--- src/rtl/fwd_pkg.sv ---
// Shared types for the operand bypass unit.
package fwd_pkg;
    // Operand origin chosen by a bypass select.
    typedef enum logic [1:0] {
        SRC_RF  = 2'd0,
        SRC_MEM = 2'd1,
        SRC_WB  = 2'd2
    } fwd_src_e;
endpackage

--- src/rtl/fwd_match.sv ---
// Decides the operand origin for one consumer register.
// Assumes producer qualifiers (valid, not-load) are already folded in.
// TAKE_MEM = 0 disables the memory-stage path for consumers at MEM.
module fwd_match
    import fwd_pkg::*;
#(
    parameter int REG_AW   = 5,
    parameter int ZERO_REG = 31,
    parameter bit TAKE_MEM = 1'b1
) (
    input  logic              use_en,
    input  logic [REG_AW-1:0] src,
    input  logic              mem_ok,
    input  logic [REG_AW-1:0] mem_dst,
    input  logic              wb_ok,
    input  logic [REG_AW-1:0] wb_dst,
    output fwd_src_e          sel
);
    localparam logic [REG_AW-1:0] ZREG = REG_AW'(ZERO_REG);

    logic mem_hit;
    logic wb_hit;

    // Compare each producer against the consumer register.
    always_comb begin
        mem_hit = TAKE_MEM && use_en && mem_ok && (mem_dst != ZREG) && (mem_dst == src);
        wb_hit  = use_en && wb_ok && (wb_dst != ZREG) && (wb_dst == src);
    end

    // Younger producer wins over older one.
    always_comb begin
        if (mem_hit)     sel = SRC_MEM;
        else if (wb_hit) sel = SRC_WB;
        else             sel = SRC_RF;
    end
endmodule

--- src/rtl/fwd_mux.sv ---
// Three-way operand mux driven by a bypass select.
module fwd_mux
    import fwd_pkg::*;
#(
    parameter int XLEN = 64
) (
    input  fwd_src_e        sel,
    input  logic [XLEN-1:0] rf_val,
    input  logic [XLEN-1:0] mem_val,
    input  logic [XLEN-1:0] wb_val,
    output logic [XLEN-1:0] out
);
    // Pick the operand named by the select.
    always_comb begin
        unique case (sel)
            SRC_MEM: out = mem_val;
            SRC_WB:  out = wb_val;
            default: out = rf_val;
        endcase
    end
endmodule

--- src/rtl/fwd_unit.sv ---
// Operand bypass selection for a five-stage integer pipeline.
// Serves ALU inputs A/B in EX and store data in MEM. A load in MEM
// is never forwarded; load-use stalls are the hazard unit's job.
module fwd_unit
    import fwd_pkg::*;
#(
    parameter int XLEN     = 64,
    parameter int REG_AW   = 5,
    parameter int ZERO_REG = 31
) (
    input  logic [REG_AW-1:0] ex_src_a,
    input  logic [REG_AW-1:0] ex_src_b,
    input  logic [XLEN-1:0]   ex_rf_a,
    input  logic [XLEN-1:0]   ex_rf_b,
    input  logic              mem_valid,
    input  logic              mem_is_load,
    input  logic              mem_is_store,
    input  logic [REG_AW-1:0] mem_dst,
    input  logic [XLEN-1:0]   mem_alu_res,
    input  logic [REG_AW-1:0] mem_st_src,
    input  logic [XLEN-1:0]   mem_st_pipe,
    input  logic              wb_valid,
    input  logic              wb_is_load,
    input  logic [REG_AW-1:0] wb_dst,
    input  logic [XLEN-1:0]   wb_alu_res,
    input  logic [XLEN-1:0]   wb_load_data,
    output logic [1:0]        sel_a,
    output logic [1:0]        sel_b,
    output logic [1:0]        sel_st,
    output logic [XLEN-1:0]   op_a,
    output logic [XLEN-1:0]   op_b,
    output logic [XLEN-1:0]   st_data
);
    localparam int N_EX = 2;

    logic            mem_ok;
    logic [XLEN-1:0] wb_val;
    logic [REG_AW-1:0] ex_src [N_EX];
    logic [XLEN-1:0]   ex_rf  [N_EX];
    fwd_src_e          ex_sel [N_EX];
    logic [XLEN-1:0]   ex_op  [N_EX];
    fwd_src_e          st_sel;

    // Qualify the MEM producer and form the WB result.
    always_comb begin
        mem_ok = mem_valid && !mem_is_load;
        wb_val = wb_is_load ? wb_load_data : wb_alu_res;
    end

    // Gather EX consumers into arrays.
    always_comb begin
        ex_src[0] = ex_src_a;
        ex_src[1] = ex_src_b;
        ex_rf[0]  = ex_rf_a;
        ex_rf[1]  = ex_rf_b;
    end

    for (genvar g = 0; g < N_EX; g++) begin : g_ex
        fwd_match #(.REG_AW(REG_AW), .ZERO_REG(ZERO_REG), .TAKE_MEM(1'b1)) u_match (
            .use_en  (1'b1),
            .src     (ex_src[g]),
            .mem_ok  (mem_ok),
            .mem_dst (mem_dst),
            .wb_ok   (wb_valid),
            .wb_dst  (wb_dst),
            .sel     (ex_sel[g])
        );
        fwd_mux #(.XLEN(XLEN)) u_mux (
            .sel     (ex_sel[g]),
            .rf_val  (ex_rf[g]),
            .mem_val (mem_alu_res),
            .wb_val  (wb_val),
            .out     (ex_op[g])
        );
    end

    fwd_match #(.REG_AW(REG_AW), .ZERO_REG(ZERO_REG), .TAKE_MEM(1'b0)) u_st_match (
        .use_en  (mem_is_store),
        .src     (mem_st_src),
        .mem_ok  (mem_ok),
        .mem_dst (mem_dst),
        .wb_ok   (wb_valid),
        .wb_dst  (wb_dst),
        .sel     (st_sel)
    );
    fwd_mux #(.XLEN(XLEN)) u_st_mux (
        .sel     (st_sel),
        .rf_val  (mem_st_pipe),
        .mem_val (mem_alu_res),
        .wb_val  (wb_val),
        .out     (st_data)
    );

    // Drive the output ports.
    always_comb begin
        sel_a  = ex_sel[0];
        sel_b  = ex_sel[1];
        sel_st = st_sel;
        op_a   = ex_op[0];
        op_b   = ex_op[1];
    end
endmodule

--- config.mk ---
export PLATFORM = sky130hd
export DESIGN_NAME = fwd_unit
export DESIGN_NICKNAME = d
export VERILOG_FILES = /design/src/rtl/fwd_pkg.sv /design/src/rtl/fwd_match.sv /design/src/rtl/fwd_mux.sv /design/src/rtl/fwd_unit.sv
export SDC_FILE = /design/constraint.sdc
export NUM_CORES = 1
export LEC_CHECK = 0
export CORE_AREA = 2 2 237 239
export DETAILED_ROUTE_END_ITERATION = 10
export DIE_AREA = 0 0 239 241
export PLACE_DENSITY_LB_ADDON = 0.3
export SLEW_MARGIN = 10
export SYNTH_ARGS = -nofsm -noshare
export SYNTH_HDL_FRONTEND = slang
export SYNTH_SLANG_ARGS = --single-unit
--- constraint.sdc ---
create_clock -name vclk -period 5.1
set_input_delay 1.02 -clock vclk [all_inputs]
set_output_delay 1.02 -clock vclk [all_outputs]
set_load 0.02 [all_outputs]
* Word-level counts from Yosys, hierarchy flattened
Cells that the tools add are included.
W data, S select, Z words.
** Storage, ports and cells
- Register bits after elaboration :: 0
- Latch bits :: 0
- Bits in writable memories :: 0
- ROM bits :: 0
- Bits of input ports :: 414
- Output and inout bits :: 198
- Word-level logic and storage cells :: 33
- Memories :: 0
** Operators by class
- Add/sub/neg operators :: 0
- Multiply operators :: 0
- Div/mod/pow operators :: 0
- Order comparisons :: 0
- Eq/ne operators :: 13
- Shift-type cells :: 0
- Muxes and demuxes :: 9
- Bitwise logic cells :: 0
- Reduce and logical (&&, ||, !) cells :: 11
** Operators with widths (number)
- $pmux W64 S2 :: 3
- $mux W64 :: 1
- $eq A5 B5 Y1 :: 5
- $logic_and A1 B1 Y1 :: 10
- $mux W2 :: 5
- $ne A5 B5 Y1 const B :: 2
- $eq A2 B1 Y1 const B :: 3
- $eq A2 B2 Y1 const B :: 3
- $logic_not A1 Y1 :: 1

* Depth between registers and ports, before layout
Gate-level depths: netlist (run 1).
- Depth in word-level cells :: 7
- Mapped depth :: 7
- Depth with buffers taken out :: 4

* Hierarchy
A second synthesis (run 1) with hierarchy kept.
** Second synthesis, totals
- Cell total of the unflattened synthesis :: 802
- Area total of the unflattened synthesis :: 7185.6 µm²
** By module, submodules not included
- fwd_mux :: instances 3, cells an instance 224, area an instance 1895.6 µm², sequential area each 0.0 µm²
- fwd_unit :: instances 1, cells an instance 73, area an instance 1087.3 µm², sequential area each 0.0 µm²
- fwd_match (g_ex[0].u_match ...) :: instances 2, cells an instance 22, area an instance 158.9 µm², sequential area each 0.0 µm²
- fwd_match (u_st_match) :: instances 1, cells an instance 13, area an instance 93.8 µm², sequential area each 0.0 µm²

* Worst setup path before layout (run 1)
Ideal clock, no wire load.
- Kind :: input port to output port
- Start point :: input port ex_src_b[3]
- End point :: output port op_b[47]
- Arrival :: 2.415 ns
- Required time :: 4.080 ns
- Slack :: 1.665 ns
- Stages :: 6
- Buffers on the path :: 2
- Cell sequence :: xnor2_1 > and2_1 > clkbuf_1 > buf_2 > a31oi_1 > o31ai_1
** Between the ends
- Cells in the longest elaborated chain, start to end :: 6
** Ends and longest elaborated chain
- start, declared :: line fwd_unit.sv:12 : input logic [REG_AW-1:0] ex_src_b,
- $eq A5 B5 Y1 :: line fwd_match.sv:27 : wb_hit = use_en && wb_ok && (wb_dst != ZREG) && (wb_dst == src);
- $logic_and A1 B1 Y1 :: line fwd_match.sv:27
- $mux W2 :: line fwd_match.sv:33 : else if (wb_hit) sel = SRC_WB;
- $mux W2 (*) :: line fwd_match.sv:32 : if (mem_hit) sel = SRC_MEM;
- $eq A2 B2 Y1 / $eq A2 B1 Y1 (equally long branches) :: line fwd_mux.sv:15 : unique case (sel)
- $pmux W64 S2 (*) :: line fwd_mux.sv:15
- end, declared :: line fwd_unit.sv:31 : output logic [XLEN-1:0] op_b,
Every way passes the cells marked *; elsewhere a longest branch is shown, timed or not.

* Final worst setup path (run 1)
- Start point :: input port wb_dst[1]
- End point :: output port op_b[10]
** Between the ends
- Cells in the longest elaborated chain, start to end :: 7
** Ends and longest elaborated chain
- start, declared :: line fwd_unit.sv:24 : input logic [REG_AW-1:0] wb_dst,
- $ne A5 B5 Y1 :: line fwd_match.sv:27
- $logic_and A1 B1 Y1 :: line fwd_match.sv:27
- $logic_and A1 B1 Y1 (*) :: line fwd_match.sv:27
- $mux W2 (*) :: line fwd_match.sv:33
- $mux W2 (*) :: line fwd_match.sv:32
- $eq A2 B2 Y1 / $eq A2 B1 Y1 (equally long branches) :: line fwd_mux.sv:15
- $pmux W64 S2 (*) :: line fwd_mux.sv:15
Marked as above.

==> impl_metrics.py, run 1 <==
metrics = {
    "layout": {
        "fillers": 6053,
        "seq_area_um2": 0,
        "areaGrowthSynthToFinish_pct": 103,
        "n_antenna_cell": 0,
        "final_cell_mix": "607 x clkdlybuf4s50_1, 129 x nand4_1, 128 x a31oi_1",
        "num-clock-buffers": 0,
        "drive_gt1_share_pct": 8.43,
        "multiInputGateArea_um2": 5630,
        "nets": 1815,
        "final_common_cell": "clkdlybuf4s50_1",
        "seq_cells": 0,
    },
    "timing": {
        "hold_violations": 0,
        "period_share_pct": 96.3,
        "drv_slew": 0,
        "setup_slack_ns": 0.187,
        "period_needed_ns": 4.91,
        "fmax_mhz": 204,
        "maxSlewHeadroom_pct": 54.1,
        "setup_viol": 0,
        "fin_tns_setup_ns": 0,
        "worst_slew_pin_slew_ns": 0.687,
        "rsz0062_at_grt": "false",
    },
    "outcome": {
        "status": "completed",
    },
    "logic_synthesis": {
        "synth_cells": 901,
        "synth.avg_cell_area_um2": 7.32,
        "synthTopCellsByArea": "mux2i_1 17%, and4_1 15%, nand4_1 12%",
        "yosysUniqueCellTypes": 26,
        "yosys.area.top_type": "mux2i_1",
        "synth_area_um2": 6590,
        "synth_nets": 1315,
        "synth_top_area_share_pct": 16.7,
        "seq_area_frac_synth_pct": 0,
        "synth_warnings": 0,
    },
    "detailed_routing": {
        "final_antenna_net_count": 0,
        "routed_via_density": 4.88,
        "initialDrtViolationCount": 461,
        "wl_um": 48400,
        "drc": 0,
        "vias": 10300,
        "wl_per_cell_um": 23.0,
        "first_pass_iters": 5,
    },
    "flow_run": {
        "max-cap-violations": 0,
    },
    "worst_setup_path": {
        "arrival_ns": 3.89,
        "required_ns": 4.08,
        "path_max_fanout": 52,
        "start_kind": "input pin",
        "critical_path_class": "input pin to output port",
        "end_kind": "output port",
    },
    "grt": {
        "grt.overflow.total": 0,
        "grt_pass1_vias": 10400,
        "grt_max_degree": 77,
        "antenna_found_initial": 2,
        "grt_usage_pct": 15.4,
        "grt_pass1_wl_um": 68700,
    },
    "pwr": {
        "worst_ir_drop_vdd_mv": 0.0488,
        "power_per_cell_area_nw_per_um2": 97.4,
        "p_leak_nw": 4.99,
    },
    "floorplan": {
        "initial_core_util_pct": 12.0,
        "dieWidth_um": 239,
        "coreArea_um2": 54900,
        "num_rows": 86,
        "ios": 612,
        "die_h_um": 241,
        "dieArea_um2": 57600,
    },
    "clock_tree": {
        "cts_hold_buf": 0,
        "ctsResizeCount": 0,
        "post_cts_buffers": 0,
    },
    "worst_hold_path": {
        "holdCritPathClass": "input pin to output port",
    },
    "place": {
        "dpl.hpwl_um": 38100,
        "dp_slack_ns": 0.195,
        "place.gp.congestion": 0.798,
        "numPortBuffers": 611,
    },
}
power breakdown:
group / switching (mW) / internal (mW)
clock network: 0 / 0
logic: 0.678 / 0.628
registers: 0 / 0
total: 0.678 / 0.628
per-stage QoR:
stage / hold slack, ns / instance area (µm²) / power, mW / std cells / utilization (%)
3_3_place_gp: 2.77 / 13400 / 1.30 / 2103 / 24.4
6_report: 2.80 / 13400 / 1.31 / 2103 / 24.4
2_1_floorplan: 2.21 / 6590 / 0.537 / 901 / -
3_5_place_dp: 2.79 / 13400 / 1.30 / 2103 / 24.4
4_1_cts: 2.80 / 13400 / 1.30 / 2103 / 24.4
5_1_grt: 2.82 / 13400 / 1.37 / 2103 / 24.4
cell usage after synthesis:
master	number
and4_1	110
nor3_1	2
nand4_1	129
clkbuf_1	55
buf_6	14
xnor2_1	11
nor2_1	2
mux2i_1	110
o21ai_0	1
a311oi_2	1
nand2_1	3
buf_4	12
mux2_2	9
o31ai_1	77
buf_2	73
mux2_1	9
o21a_1	1
and2_1	2
o31ai_2	51
xor2_1	14
a31oi_1	128
nor4_1	21
inv_1	57
conb_1	1
and3_1	5
nand3_1	3
final timing paths:
check                       to  slack, ns            start  depth (start not counted)
worst max-delay path  op_b[10]       0.19        wb_dst[1]                          7
worst min-delay path  op_b[46]       2.80  mem_alu_res[46]                          4
layer usage:
layer | vias up | part of all wire (%) | GRT usage [%] | routed length (µm)
li1 | 4708 | - | - | -
met1 | 4959 | 39 | 18.1 | 19100
met2 | 533 | 50 | 28.0 | 24000
met3 | 59 | 7.7 | 2.96 | 3730
met4 | 2 | 3.4 | 4.91 | 1630
met5 | - | 0.021 | 0 | 10
cells by family (layout without fill, tap and decap cells):
logic type      Yosys count  count (layout)  share of synthesized area, %
buf+inv                 211             709                          15.7
mux                     128             128                          19.8
compound gates          259             259                          31.0
xor+xnor                 25              25                          3.32
simple gates            277             277                          30.2
other cells               1               1                        0.0569
layout make-up:
type               instances  share of cell area, %
inverters                 57                   1.60
multi-input cells        690                   42.0
well taps                704                   6.57
repair buffers           652                   49.8
worst max-delay path, stage by stage:
cell	delay (ns)
clkdlybuf4s50_1	0.61
xnor2_1	0.17
and2_4	0.42
buf_12	0.27
a31oi_1	0.12
o31ai_1	0.52
clkdlybuf4s50_1	0.73
(Power assumes the default switching activity.)
==> inputs of run 2 (changes only) <==
Settings changed: CORE_AREA 2 2 237 239 to 4 4 239 241, DIE_AREA 0 0 239 241 to 0 0 243 245.
==> run 2 against run 1 <==
Compared with the run above:
- global-route usage is 0.53 points higher
- power is 3.2% higher
- die area is 3.4% higher
- critical path depth stayed put
- design area is 2.5% higher
- utilization is 0.60 points higher
- sequential share of layout area stayed put
- setup slack better by 0.012 ns
- maximum frequency is 0.25% higher
==> impl_metrics.py, run 2 (synthesized netlist as in run 1, its figures left out) <==
metrics = {
    "worst_hold_path": {
        "whs_path_depth": 4,
        "worstHoldStart": "mem_st_pipe[44]",
        "holdCritPathClass": "input pin to output port",
        "hold_end": "st_data[44]",
    },
    "place": {
        "numPortBuffers": 611,
        "place.gp.congestion": 0.873,
        "place_area_um2": 13700,
        "dpl.hpwl_um": 40800,
        "dp_slack_ns": 0.153,
    },
    "floorplan": {
        "dieArea_um2": 59500,
        "dieWidth_um": 243,
        "num_rows": 86,
        "ios": 612,
        "coreArea_um2": 54900,
        "die_h_um": 245,
        "initial_core_util_pct": 12.0,
    },
    "clock_tree": {
        "ctsResizeCount": 0,
        "post_cts_buffers": 0,
        "cts_hold_buf": 0,
    },
    "worst_setup_path": {
        "arrival_ns": 3.88,
        "startpoint": "wb_dst[1]",
        "required_ns": 4.08,
        "end_kind": "output port",
        "critical_path_class": "input pin to output port",
        "start_kind": "input pin",
        "path_max_fanout": 38,
    },
    "layout": {
        "seq_cells": 0,
        "drive_gt1_share_pct": 10.7,
        "n_antenna_cell": 0,
        "nets": 1852,
        "final_cell_mix": "608 x clkdlybuf4s50_1, 129 x nand4_1, 128 x a31oi_1",
        "seq_area_um2": 0,
        "num-clock-buffers": 0,
        "final_common_cell": "clkdlybuf4s50_1",
        "final_cell_area_um2": 13700,
        "fillers": 6011,
        "multiInputGateArea_um2": 5630,
        "final_core_util_pct": 25.0,
        "areaGrowthSynthToFinish_pct": 108,
    },
    "outcome": {
        "status": "completed",
    },
    "timing": {
        "setup_slack_ns": 0.199,
        "period_needed_ns": 4.90,
        "fmax_mhz": 204,
        "fin_tns_setup_ns": 0,
        "rsz0062_at_grt": "false",
        "worst_slew_pin_slew_ns": 0.649,
        "setup_viol": 0,
        "drv_slew": 0,
        "maxSlewHeadroom_pct": 56.7,
        "period_share_pct": 96.1,
        "hold_violations": 0,
    },
    "detailed_routing": {
        "wl_per_cell_um": 24.1,
        "first_pass_iters": 4,
        "routed_via_density": 4.89,
        "initialDrtViolationCount": 581,
        "final_antenna_net_count": 0,
        "drc": 0,
        "wl_um": 51600,
        "vias": 10500,
    },
    "flow_run": {
        "max-cap-violations": 0,
    },
    "grt": {
        "grt_usage_pct": 15.9,
        "grt_pass1_vias": 10800,
        "grt_pass1_wl_um": 74000,
        "grtUsageMet1_pct": 19.6,
        "grt_busiest_layer": "met2",
        "use_met3_pct": 2.83,
        "met2_usage_pct": 29.0,
        "antenna_found_initial": 0,
        "grt.overflow.total": 0,
        "grt_max_degree": 75,
    },
    "pwr": {
        "power_per_cell_area_nw_per_um2": 98.1,
        "p_leak_nw": 5.20,
        "total_power_mw": 1.35,
        "worst_ir_drop_vdd_mv": 0.0700,
    },
}
[run 2: changes by cell type in the layout (fill, tap and decap cells not counted)]
cell	delta
buf_4	+32
buf_12	+4
clkdlybuf4s50_1	+1
[run 2: where the power goes]
group          internal [mW]  switching (mW)
logic                  0.655           0.692
clock network              0               0
registers                  0               0
[run 2: worst max path at each step]
stage                           to  slack (ns)
after floorplan           op_b[47]        1.67
after global placement    op_b[28]        0.18
after detailed placement  op_b[28]        0.15
after CTS                 op_b[28]        0.13
after global routing      op_b[28]        0.11
final                     op_b[43]        0.20
[run 2: layout make-up]
cell class / count / area share (%)
timing repair buffer: 689 / 51.0
multi-input combinational: 690 / 41.0
tap: 704 / 6.41
inverter: 57 / 1.56
[run 2: routing by layer]
layer | up-vias | part of all wire [%]
met5 | - | 0
met4 | 0 | 2.4
met3 | 56 | 7.1
met2 | 544 | 50
met1 | 5071 | 41
li1 | 4790 | -
[run 2: stage by stage]
stage / std cells / hold WS [ns]
3_5_place_dp: 2140 / 2.83
6_report: 2140 / 2.83
3_3_place_gp: 2140 / 2.84
5_1_grt: 2140 / 2.84
4_1_cts: 2140 / 2.84
2_1_floorplan: 901 / 2.21
[run 2: critical path, stage by stage]
cell and delay, ns:
clkdlybuf4s50_1 0.54, xnor2_1 0.28, and2_4 0.58, buf_4 0.30
a31oi_1 0.10, o31ai_1 0.33, clkdlybuf4s50_1 0.67
